File: src/rtl/coirq_pkg.sv
package coirq_pkg;
  localparam int SRC_W      = 2;
  localparam int HALT_A_BIT = 6;
  localparam int HALT_B_BIT = 5;
  localparam int NMI_BIT    = 4;
  localparam int TMR_BIT    = 6;
  localparam int DMA_BIT    = 5;
  localparam int EXT_BIT    = 7;

  localparam logic [SRC_W-1:0] SRC_NONE  = 2'd0;
  localparam logic [SRC_W-1:0] SRC_TIMER = 2'd1;
  localparam logic [SRC_W-1:0] SRC_DMA   = 2'd2;
  localparam logic [SRC_W-1:0] SRC_EXT   = 2'd3;

  // strobes from the decision logic to the register datapath
  typedef struct packed {
    logic nmi;
    logic timer;
    logic dma;
    logic ext;
    logic wake;
  } takeStbT;
endpackage

File: src/rtl/coirq_ctrl.sv
module coirq_ctrl
  import coirq_pkg::*;
#(
  parameter int DATA_W = 8
) (
  input  logic [DATA_W-1:0] ctrlQ,
  input  logic [DATA_W-1:0] enQ,
  input  logic [DATA_W-1:0] ackQ,
  input  logic              boundary,
  input  logic              intDisable,
  input  logic              waitingQ,
  output takeStbT           stb,
  output logic              coreHalted
);
  logic nmiQual, tmrQual, dmaQual, extQual;
  logic gate, maskGate;

  always_comb begin
    coreHalted = ctrlQ[HALT_A_BIT] | ctrlQ[HALT_B_BIT];
    nmiQual    = ctrlQ[NMI_BIT] & ~ackQ[NMI_BIT];
    tmrQual    = enQ[TMR_BIT]   & ~ackQ[TMR_BIT];
    dmaQual    = enQ[DMA_BIT]   & ~ackQ[DMA_BIT];
    extQual    = ctrlQ[EXT_BIT] & ~ackQ[EXT_BIT];
    gate       = boundary & ~coreHalted;
    maskGate   = gate & ~nmiQual & ~intDisable;

    stb.nmi    = gate & nmiQual;
    stb.timer  = maskGate & tmrQual;
    stb.dma    = maskGate & ~tmrQual & dmaQual;
    stb.ext    = maskGate & ~tmrQual & ~dmaQual & extQual;
    stb.wake   = waitingQ & (stb.nmi | stb.timer | stb.dma | stb.ext);
  end
endmodule

File: src/rtl/coirq_dpath.sv
module coirq_dpath
  import coirq_pkg::*;
#(
  parameter int DATA_W = 8,
  parameter logic [DATA_W-1:0] CTRL_RST = DATA_W'(1 << HALT_B_BIT)
) (
  input  logic              clk,
  input  logic              rstN,
  input  logic              ctrlWe,
  input  logic [DATA_W-1:0] ctrlWdata,
  input  logic              enWe,
  input  logic [DATA_W-1:0] enWdata,
  input  logic              ackWe,
  input  logic [DATA_W-1:0] ackWdata,
  input  logic              timerEvt,
  input  logic              dmaDone,
  input  logic              waitEnter,
  input  takeStbT           stb,
  output logic [DATA_W-1:0] ctrlQ,
  output logic [DATA_W-1:0] enQ,
  output logic [DATA_W-1:0] ackQ,
  output logic [DATA_W-1:0] statusQ,
  output logic              waitingQ,
  output logic              takeNmiQ,
  output logic              takeIrqQ,
  output logic [SRC_W-1:0]  srcQ,
  output logic              pcAdvQ
);
  logic [DATA_W-1:0] ackSet, ackClr, stSet, stClr, ackNext, stNext;
  logic anyTake;
  logic [SRC_W-1:0] srcNext;

  always_comb begin
    anyTake = stb.nmi | stb.timer | stb.dma | stb.ext;

    ackSet = ackWe ? ackWdata : '0;
    ackSet[NMI_BIT] = ackSet[NMI_BIT] | stb.nmi;

    ackClr = '0;
    ackClr[TMR_BIT] = timerEvt & enQ[TMR_BIT];
    ackClr[DMA_BIT] = dmaDone & enQ[DMA_BIT];
    ackClr[NMI_BIT] = ctrlWe & ctrlWdata[NMI_BIT] & ~ctrlQ[NMI_BIT];
    ackClr[EXT_BIT] = ctrlWe & ctrlWdata[EXT_BIT] & ~ctrlQ[EXT_BIT];
    ackNext = (ackQ | ackSet) & ~ackClr;

    stClr = ackWe ? ackWdata : '0;
    stSet = '0;
    stSet[TMR_BIT] = timerEvt | stb.timer;
    stSet[DMA_BIT] = dmaDone | stb.dma;
    stSet[NMI_BIT] = stb.nmi;
    stSet[EXT_BIT] = stb.ext;
    stNext = (statusQ & ~stClr) | stSet;

    if (stb.timer)      srcNext = SRC_TIMER;
    else if (stb.dma)   srcNext = SRC_DMA;
    else if (stb.ext)   srcNext = SRC_EXT;
    else                srcNext = SRC_NONE;
  end

  always_ff @(posedge clk) begin
    if (!rstN) begin
      ctrlQ    <= CTRL_RST;
      enQ      <= '0;
      ackQ     <= '0;
      statusQ  <= '0;
      waitingQ <= 1'b0;
      takeNmiQ <= 1'b0;
      takeIrqQ <= 1'b0;
      srcQ     <= SRC_NONE;
      pcAdvQ   <= 1'b0;
    end else begin
      if (ctrlWe) ctrlQ <= ctrlWdata;
      if (enWe)   enQ   <= enWdata;
      ackQ     <= ackNext;
      statusQ  <= stNext;
      if (anyTake)        waitingQ <= 1'b0;
      else if (waitEnter) waitingQ <= 1'b1;
      takeNmiQ <= stb.nmi;
      takeIrqQ <= stb.timer | stb.dma | stb.ext;
      srcQ     <= srcNext;
      pcAdvQ   <= stb.wake;
    end
  end

  p_one_take_r4: assert property (@(posedge clk) disable iff (!rstN)
    !(takeNmiQ && takeIrqQ));
  p_nmi_ack_r3: assert property (@(posedge clk) disable iff (!rstN)
    takeNmiQ |-> ackQ[NMI_BIT]);
  p_wake_r10: assert property (@(posedge clk) disable iff (!rstN)
    pcAdvQ |-> ((takeNmiQ || takeIrqQ) && !waitingQ));
  p_take_status_r6: assert property (@(posedge clk) disable iff (!rstN)
    takeIrqQ |-> ((srcQ == SRC_TIMER && statusQ[TMR_BIT]) ||
                  (srcQ == SRC_DMA   && statusQ[DMA_BIT]) ||
                  (srcQ == SRC_EXT   && statusQ[EXT_BIT])));
  p_timer_status_r7: assert property (@(posedge clk) disable iff (!rstN)
    timerEvt |=> statusQ[TMR_BIT]);
endmodule

File: src/rtl/coirq_top.sv
module coirq_top
  import coirq_pkg::*;
#(
  parameter int DATA_W = 8
) (
  input  logic              clk,
  input  logic              rstN,
  input  logic              ctrlWe,
  input  logic [DATA_W-1:0] ctrlWdata,
  input  logic              enWe,
  input  logic [DATA_W-1:0] enWdata,
  input  logic              ackWe,
  input  logic [DATA_W-1:0] ackWdata,
  input  logic              timerEvt,
  input  logic              dmaDone,
  input  logic              intDisable,
  input  logic              boundary,
  input  logic              waitEnter,
  output logic              takeNmi,
  output logic              takeIrq,
  output logic [1:0]        irqSrc,
  output logic              pcAdvance,
  output logic              waiting,
  output logic              coreHalted,
  output logic [DATA_W-1:0] statusRd,
  output logic [DATA_W-1:0] ackRd
);
  logic [DATA_W-1:0] ctrlQ, enQ;
  takeStbT stb;

  coirq_ctrl #(.DATA_W(DATA_W)) ctrl_i (
    .ctrlQ(ctrlQ), .enQ(enQ), .ackQ(ackRd), .boundary(boundary),
    .intDisable(intDisable), .waitingQ(waiting), .stb(stb),
    .coreHalted(coreHalted)
  );

  coirq_dpath #(.DATA_W(DATA_W)) dpath_i (
    .clk(clk), .rstN(rstN), .ctrlWe(ctrlWe), .ctrlWdata(ctrlWdata),
    .enWe(enWe), .enWdata(enWdata), .ackWe(ackWe), .ackWdata(ackWdata),
    .timerEvt(timerEvt), .dmaDone(dmaDone), .waitEnter(waitEnter),
    .stb(stb), .ctrlQ(ctrlQ), .enQ(enQ), .ackQ(ackRd), .statusQ(statusRd),
    .waitingQ(waiting), .takeNmiQ(takeNmi), .takeIrqQ(takeIrq),
    .srcQ(irqSrc), .pcAdvQ(pcAdvance)
  );

  p_halt_r2: assert property (@(posedge clk) disable iff (!rstN)
    coreHalted |=> !(takeNmi || takeIrq));
  p_mask_r5: assert property (@(posedge clk) disable iff (!rstN)
    intDisable |=> !takeIrq);
  p_boundary_r11: assert property (@(posedge clk) disable iff (!rstN)
    !boundary |=> !(takeNmi || takeIrq));
endmodule

File: config.mk
export PLATFORM = sky130hd
export DESIGN_NAME = coirq_top
export DESIGN_NICKNAME = d
export VERILOG_FILES = /design/src/rtl/coirq_pkg.sv /design/src/rtl/coirq_ctrl.sv /design/src/rtl/coirq_dpath.sv /design/src/rtl/coirq_top.sv
export SDC_FILE = /design/constraint.sdc
export NUM_CORES = 1
export LEC_CHECK = 0
export ABC_AREA = 1
export BUFFER_PORTS_ARGS = -buffer_cell sky130_fd_sc_hd__buf_2
export CAP_MARGIN = 20
export CORE_UTILIZATION = 43
export CTS_CLUSTER_DIAMETER = 50
export DETAILED_ROUTE_END_ITERATION = 7
export HOLD_SLACK_MARGIN = 0.03
export PLACE_DENSITY_LB_ADDON = 0.3
export SLEW_MARGIN = 0
export SYNTH_ARGS = -nofsm -noshare
export SYNTH_HDL_FRONTEND = slang
export SYNTH_SLANG_ARGS = --single-unit
File: constraint.sdc
create_clock -name clk -period 1.2 [get_ports clk]
set_input_delay 0.24 -clock clk [delete_from_list [all_inputs] [get_ports clk]]
set_output_delay 0.24 -clock clk [all_outputs]
set_load 0.02 [all_outputs]
## After elaboration in Yosys (flattened, before gate mapping)

Index checks and enable logic that the tools add are counted.

- Flip-flop bits (word level): 37
- Bits of input ports: 34
- Logic and storage cells: 63

- Multiplexer cells: 4
- Bitwise logic cells: 47
- Reductions and logical operators: 2

Operator list:

| cell | number |
|---|---|
| $and A1 B1 Y1 | 20 |
| $and A8 B8 Y8 | 2 |
| $not A8 Y8 | 2 |
| $or A8 B8 Y8 | 2 |
| $not A1 Y1 | 12 |
| $or A1 B1 Y1 | 9 |
| $mux W8 | 1 |
| $mux W2 | 2 |
| $reduce_or A2 Y1 | 2 |
| $mux W1 | 1 |

## Longest topological paths before layout

- Word-level depth: 11
- Mapped depth: 7

## By module

Synthesis repeated with hierarchy kept, for this count alone.

- Cell total of the unflattened synthesis: 197
- Area total of the unflattened synthesis: 1468.9 um2

By module, submodules not included:

| module | times used | cells an instance | area an instance (um2) | sequential area each (um2) |
|---|---|---|---|---|
| coirq_dpath | 1 | 171 | 1350.0 | 760.7 |
| coirq_ctrl | 1 | 26 | 118.9 | 0.0 |

## Worst setup path before layout

OpenSTA, ideal clock, no wires.

- Kind: register to register
- Start point: reg dpath_i.ackQ[4]
- End point: reg dpath_i.waitingQ
- Setup time: 0.117 ns
- Arrival: 1.002 ns
- Slack: 0.081 ns
- Cell stages (with the launch flop): 8
- Buffers on the path: 0
- Period minus slack after synthesis: 1.119 ns
- Cells stage by stage: dfxtp_1 -> inv_1 -> nand2_1 -> nand2_4 -> nor2_8 -> o211ai_4 -> nand2_1 -> nor2_1

- Longest elaborated chain between the ends: 10
- Elaborated cells between the ends (all ways): 15
- Classes of those cells: 14 x bitwise; 1 x reduce/logical

Ends and longest elaborated chain:

| item | line | RTL |
|---|---|---|
| start: declaration | coirq_dpath.sv:21 | `output logic [DATA_W-1:0] ackQ,` |
| start signal: assignment | coirq_dpath.sv:74 | `ackQ <= ackNext;` |
| $not A1 Y1 * | coirq_ctrl.sv:20 | `nmiQual = ctrlQ[NMI_BIT] & ~ackQ[NMI_BIT];` |
| $and A1 B1 Y1 * | coirq_ctrl.sv:20 |  |
| $not A1 Y1 | coirq_ctrl.sv:25 | `maskGate = gate & ~nmiQual & ~intDisable;` |
| $and A1 B1 Y1 (2 in a row) | coirq_ctrl.sv:25 |  |
| $and A1 B1 Y1, on equally long branches | coirq_ctrl.sv:28, coirq_ctrl.sv:29, coirq_ctrl.sv:30 |  |
| $or A1 B1 Y1 (tied with other cells) | coirq_dpath.sv:34 | `anyTake = stb.nmi \| stb.timer \| stb.dma \| stb.ext;` |
| $or A1 B1 Y1 or $and A1 B1 Y1 (tied branches) | coirq_dpath.sv:34, coirq_ctrl.sv:30 |  |
| $or A1 B1 Y1 * | coirq_dpath.sv:34 |  |
| $reduce_or A2 Y1 (no source line) * | n/a |  |
| end signal: assignment | coirq_dpath.sv:66 | `waitingQ <= 1'b0;` |
| end signal: assignment | coirq_dpath.sv:76 | `if (anyTake) waitingQ <= 1'b0;` |
| end signal: assignment | coirq_dpath.sv:77 | `else if (waitEnter) waitingQ <= 1'b1;` |
| end: declaration | coirq_dpath.sv:23 | `output logic waitingQ,` |

Every way passes the cells marked *; elsewhere a longest branch is shown, timed or not.
A chain may end at the register's enable or synchronous reset.

## Worst setup path after layout

- Start point: reg dpath_i.ctrlQ[5]
- End point: out coreHalted

- Longest elaborated chain between the ends: 1

Ends and longest elaborated chain:

| item | line | RTL |
|---|---|---|
| start: declaration | coirq_dpath.sv:19 | `output logic [DATA_W-1:0] ctrlQ,` |
| start signal: assignment | coirq_dpath.sv:72 | `if (ctrlWe) ctrlQ <= ctrlWdata;` |
| $or A1 B1 Y1 | coirq_ctrl.sv:19 | `coreHalted = ctrlQ[HALT_A_BIT] \| ctrlQ[HALT_B_BIT];` |
| end: declaration | coirq_top.sv:24 | `output logic coreHalted,` |

Every way passes these cells.

==> impl_metrics.ini <==
[detailed_routing]
initialDrtViolationCount = 9
post-route-drc-count = 0
routed_via_density = 4.71
vias = 941
drtPass1Iterations = 4
wl_per_cell_um = 10.6
postRouteAntennaNets = 0
routed_wl_um = 2120

[cts]
htreeDepth = 1
path_clk_slew_ns = 0.15
clock_latency_ns = 0.32
cts_hold_buf = 0
clock-sinks = 28
cts_buffer_depth = 2
ctsRootBufferMaster = clkbuf_4
cts_tree = yes
numCtsBuffers = 3

[yosys]
ys_ff_latch = 28
synthesis.nets = 157
ys_warn_count = 0
synth.distinct_cells = 19
synthCells = 123
syn-cell-area_sq_mm = 0.00107
ys_seq_area_share_pct = 52.3
postSynthAreaPerCell_sq_um = 8.71

[finish]
fill_cells = 220
layout_common_cells = 45 x buf_2, 24 x dfxtp_1, 23 x nand2_1
antenna_cells = 0
multi_input_area_sq_um = 438
synthToLayoutAreaGrowth_pct = 31.0
drive_above_1_share_pct = 42.4
final_common_cell = buf_2
final_area_sq_mm = 0.00140
nNetsFinal = 207
seq_area_sq_um = 566

[placed_design]
place_congestion = 0.779
io_buffers = 46
dpl.hpwl_um = 1650
dpl_cell_area_sq_mm = 0.00133

[power]
p_sw_share_pct = 24.0
p_leak_nw = 0.679
p_comb_share_pct = 13.2
power_frac_seq_pct = 54.0
peakVddDrop_v = 0.000972
clockPowerShare_pct = 32.7
powerDensity_mw_per_mm2 = 1320
p_sw_uw = 443
intPower_mw = 1.41

[global_route]
first_global_vias = 868
grt_util_all_layers_pct = 17.8
grt_pass1_wl_um = 3510
overflow = 0
antenna_found_initial = 0
grt_max_degree = 21

[critical_path]
crit_start = dpath_i.ctrlQ[5]
critPathLaunchType = flip-flop
r2r_start = dpath_i.ctrlQ[5]
worstRegToRegCells = 7
worstPathMaxFanout = 2
crit_type = reg2out
critPathSlowestCell = dfxtp_2
rrSetupSlack_ns = 0.08
cpPeakStageDelay_ns = 0.36
path_cells = nor2_4 -> inv_2 -> buf_6
endpoint_kind = output pin
worstPathArrival_ns = 0.95
required_ns = 0.96

[sta]
worstMarginPinSlew_ns = 0.303
fin_crit_sh_pct = 99.0
max_freq_ghz = 0.842
fin_crit_ns = 1.19
skew_ns = 0.0104
relSlewSlack_pct = 79.7
slew_viol_final = 0
rsz0062_at_grt = true
timing.hold.ws_ns = 0.0952
finalSetupViolCount = 0
finalHoldViolations = 0

[worst_hold_path]
whs_path_depth = 2
hold_class = in2reg
hp-start = timerEvt

[die]
start_util_pct = 47.1
die-area_sq_mm = 0.00269
dieWidth_um = 51.9
core_region_area_sq_mm = 0.00228
num_io_pins = 57
die_h_um = 51.9
rows = 17

[job]
drv_cap = 0

[run_status]
status = finished clean
==> synth_stat cells (all sizes together) <==
cell type  count  area share (%)
a221oi         1             1.4
inv           16             5.6
a31oi          1            0.58
o211ai         1             2.0
dfxtp         28              52
a211oi         1             1.2
nor3           1            0.47
o21ai          6             2.8
a21oi         20              11
buf            3             1.4
nand2         26              11
nand3          3             1.9
nor2          16             8.5
==> through the flow <==
step | setup TNS (ns) | cells | power [mW] | setup slack (ns) | util (%)
after floorplan | 0 | 123 | 1.16 | 0.0810 | -
after global placement | 0 | 195 | 1.25 | 0.179 | 58.4
after detailed placement | 0 | 195 | 1.26 | 0.161 | 58.4
after CTS | -0.00469 | 200 | 1.86 | -0.00469 | 61.2
after global routing | -0.0265 | 200 | 1.93 | -0.0265 | 61.6
final | 0 | 200 | 1.85 | 0.0123 | 61.6
==> final cells by class <==
type                    count  share of cell area [%]
clock buffers               3                    1.61
clock inverters             1                    2.14
inverters                  16                    4.28
multi-input cells          76                    31.2
flip-flops and latches     28                    40.3
well taps                  28                    2.50
repair buffers             48                    17.9
==> power groups by stage <==
| stage | logic [mW] | registers, mW | clock network (mW) |
|---|---|---|---|
| final | 0.244 | 0.999 | 0.605 |
| after global routing | 0.271 | 1.00 | 0.652 |
| after CTS | 0.241 | 0.999 | 0.620 |
| after detailed placement | 0.238 | 1.02 | 0 |
| after global placement | 0.232 | 1.01 | 0 |
| after floorplan | 0.113 | 1.05 | 0 |
==> path summary, 6_finish.rpt <==
check,endpoint
worst min register to register,dpath_i.statusQ[1]
worst max register to register,dpath_i.waitingQ
worst min-delay path,dpath_i.ackQ[6]
worst max-delay path,coreHalted
==> kinds of logic (layout without fill, tap and decap cells) <==
| family | count (synthesis) | after routing | share of synthesized area, % |
|---|---|---|---|
| compound gates | 30 | 30 | 19.0 |
| simple gates | 46 | 46 | 21.6 |
| flops | 28 | 28 | 52.3 |
| buf+inv | 19 | 68 | 7.01 |
==> layer usage <==
layer / vias to the layer above / global-route usage [%] / wire, um
li1: 491 / - / -
met1: 420 / 20.3 / 877
met2: 28 / 32.9 / 1110
met3: 2 / 2.63 / 112
met4: 0 / 6.76 / 17
met5: - / 0 / 0
==> flip-flops by register name (all words and copies together), names as in the netlist <==
| signal | flops |
|---|---|
| dpath_i.ackQ | 8 |
| dpath_i.ctrlQ | 4 |
| dpath_i.enQ | 2 |
| dpath_i.pcAdvQ | 1 |
| dpath_i.srcQ | 2 |
| dpath_i.statusQ | 8 |
| dpath_i.takeIrqQ | 1 |
| dpath_i.takeNmiQ | 1 |
| dpath_i.waitingQ | 1 |
==> worst max-delay path: cells and delay by family, from the launching register on <==
family / cells / cell delay (ns)
AND/OR/NAND/NOR: 1 / 0.12
buffers and inverters: 2 / 0.16
flip-flops: 1 / 0.36
==> timing repair <==
action	4_1_cts	5_1_grt
setup endpoints to repair	2	3
hold endpoints to repair	0	0
pin swaps	1	1
cloned	0	0
setup buffers	1	0
gates resized for setup	3	5
Note: power is estimated with default switching activity, not from simulation.
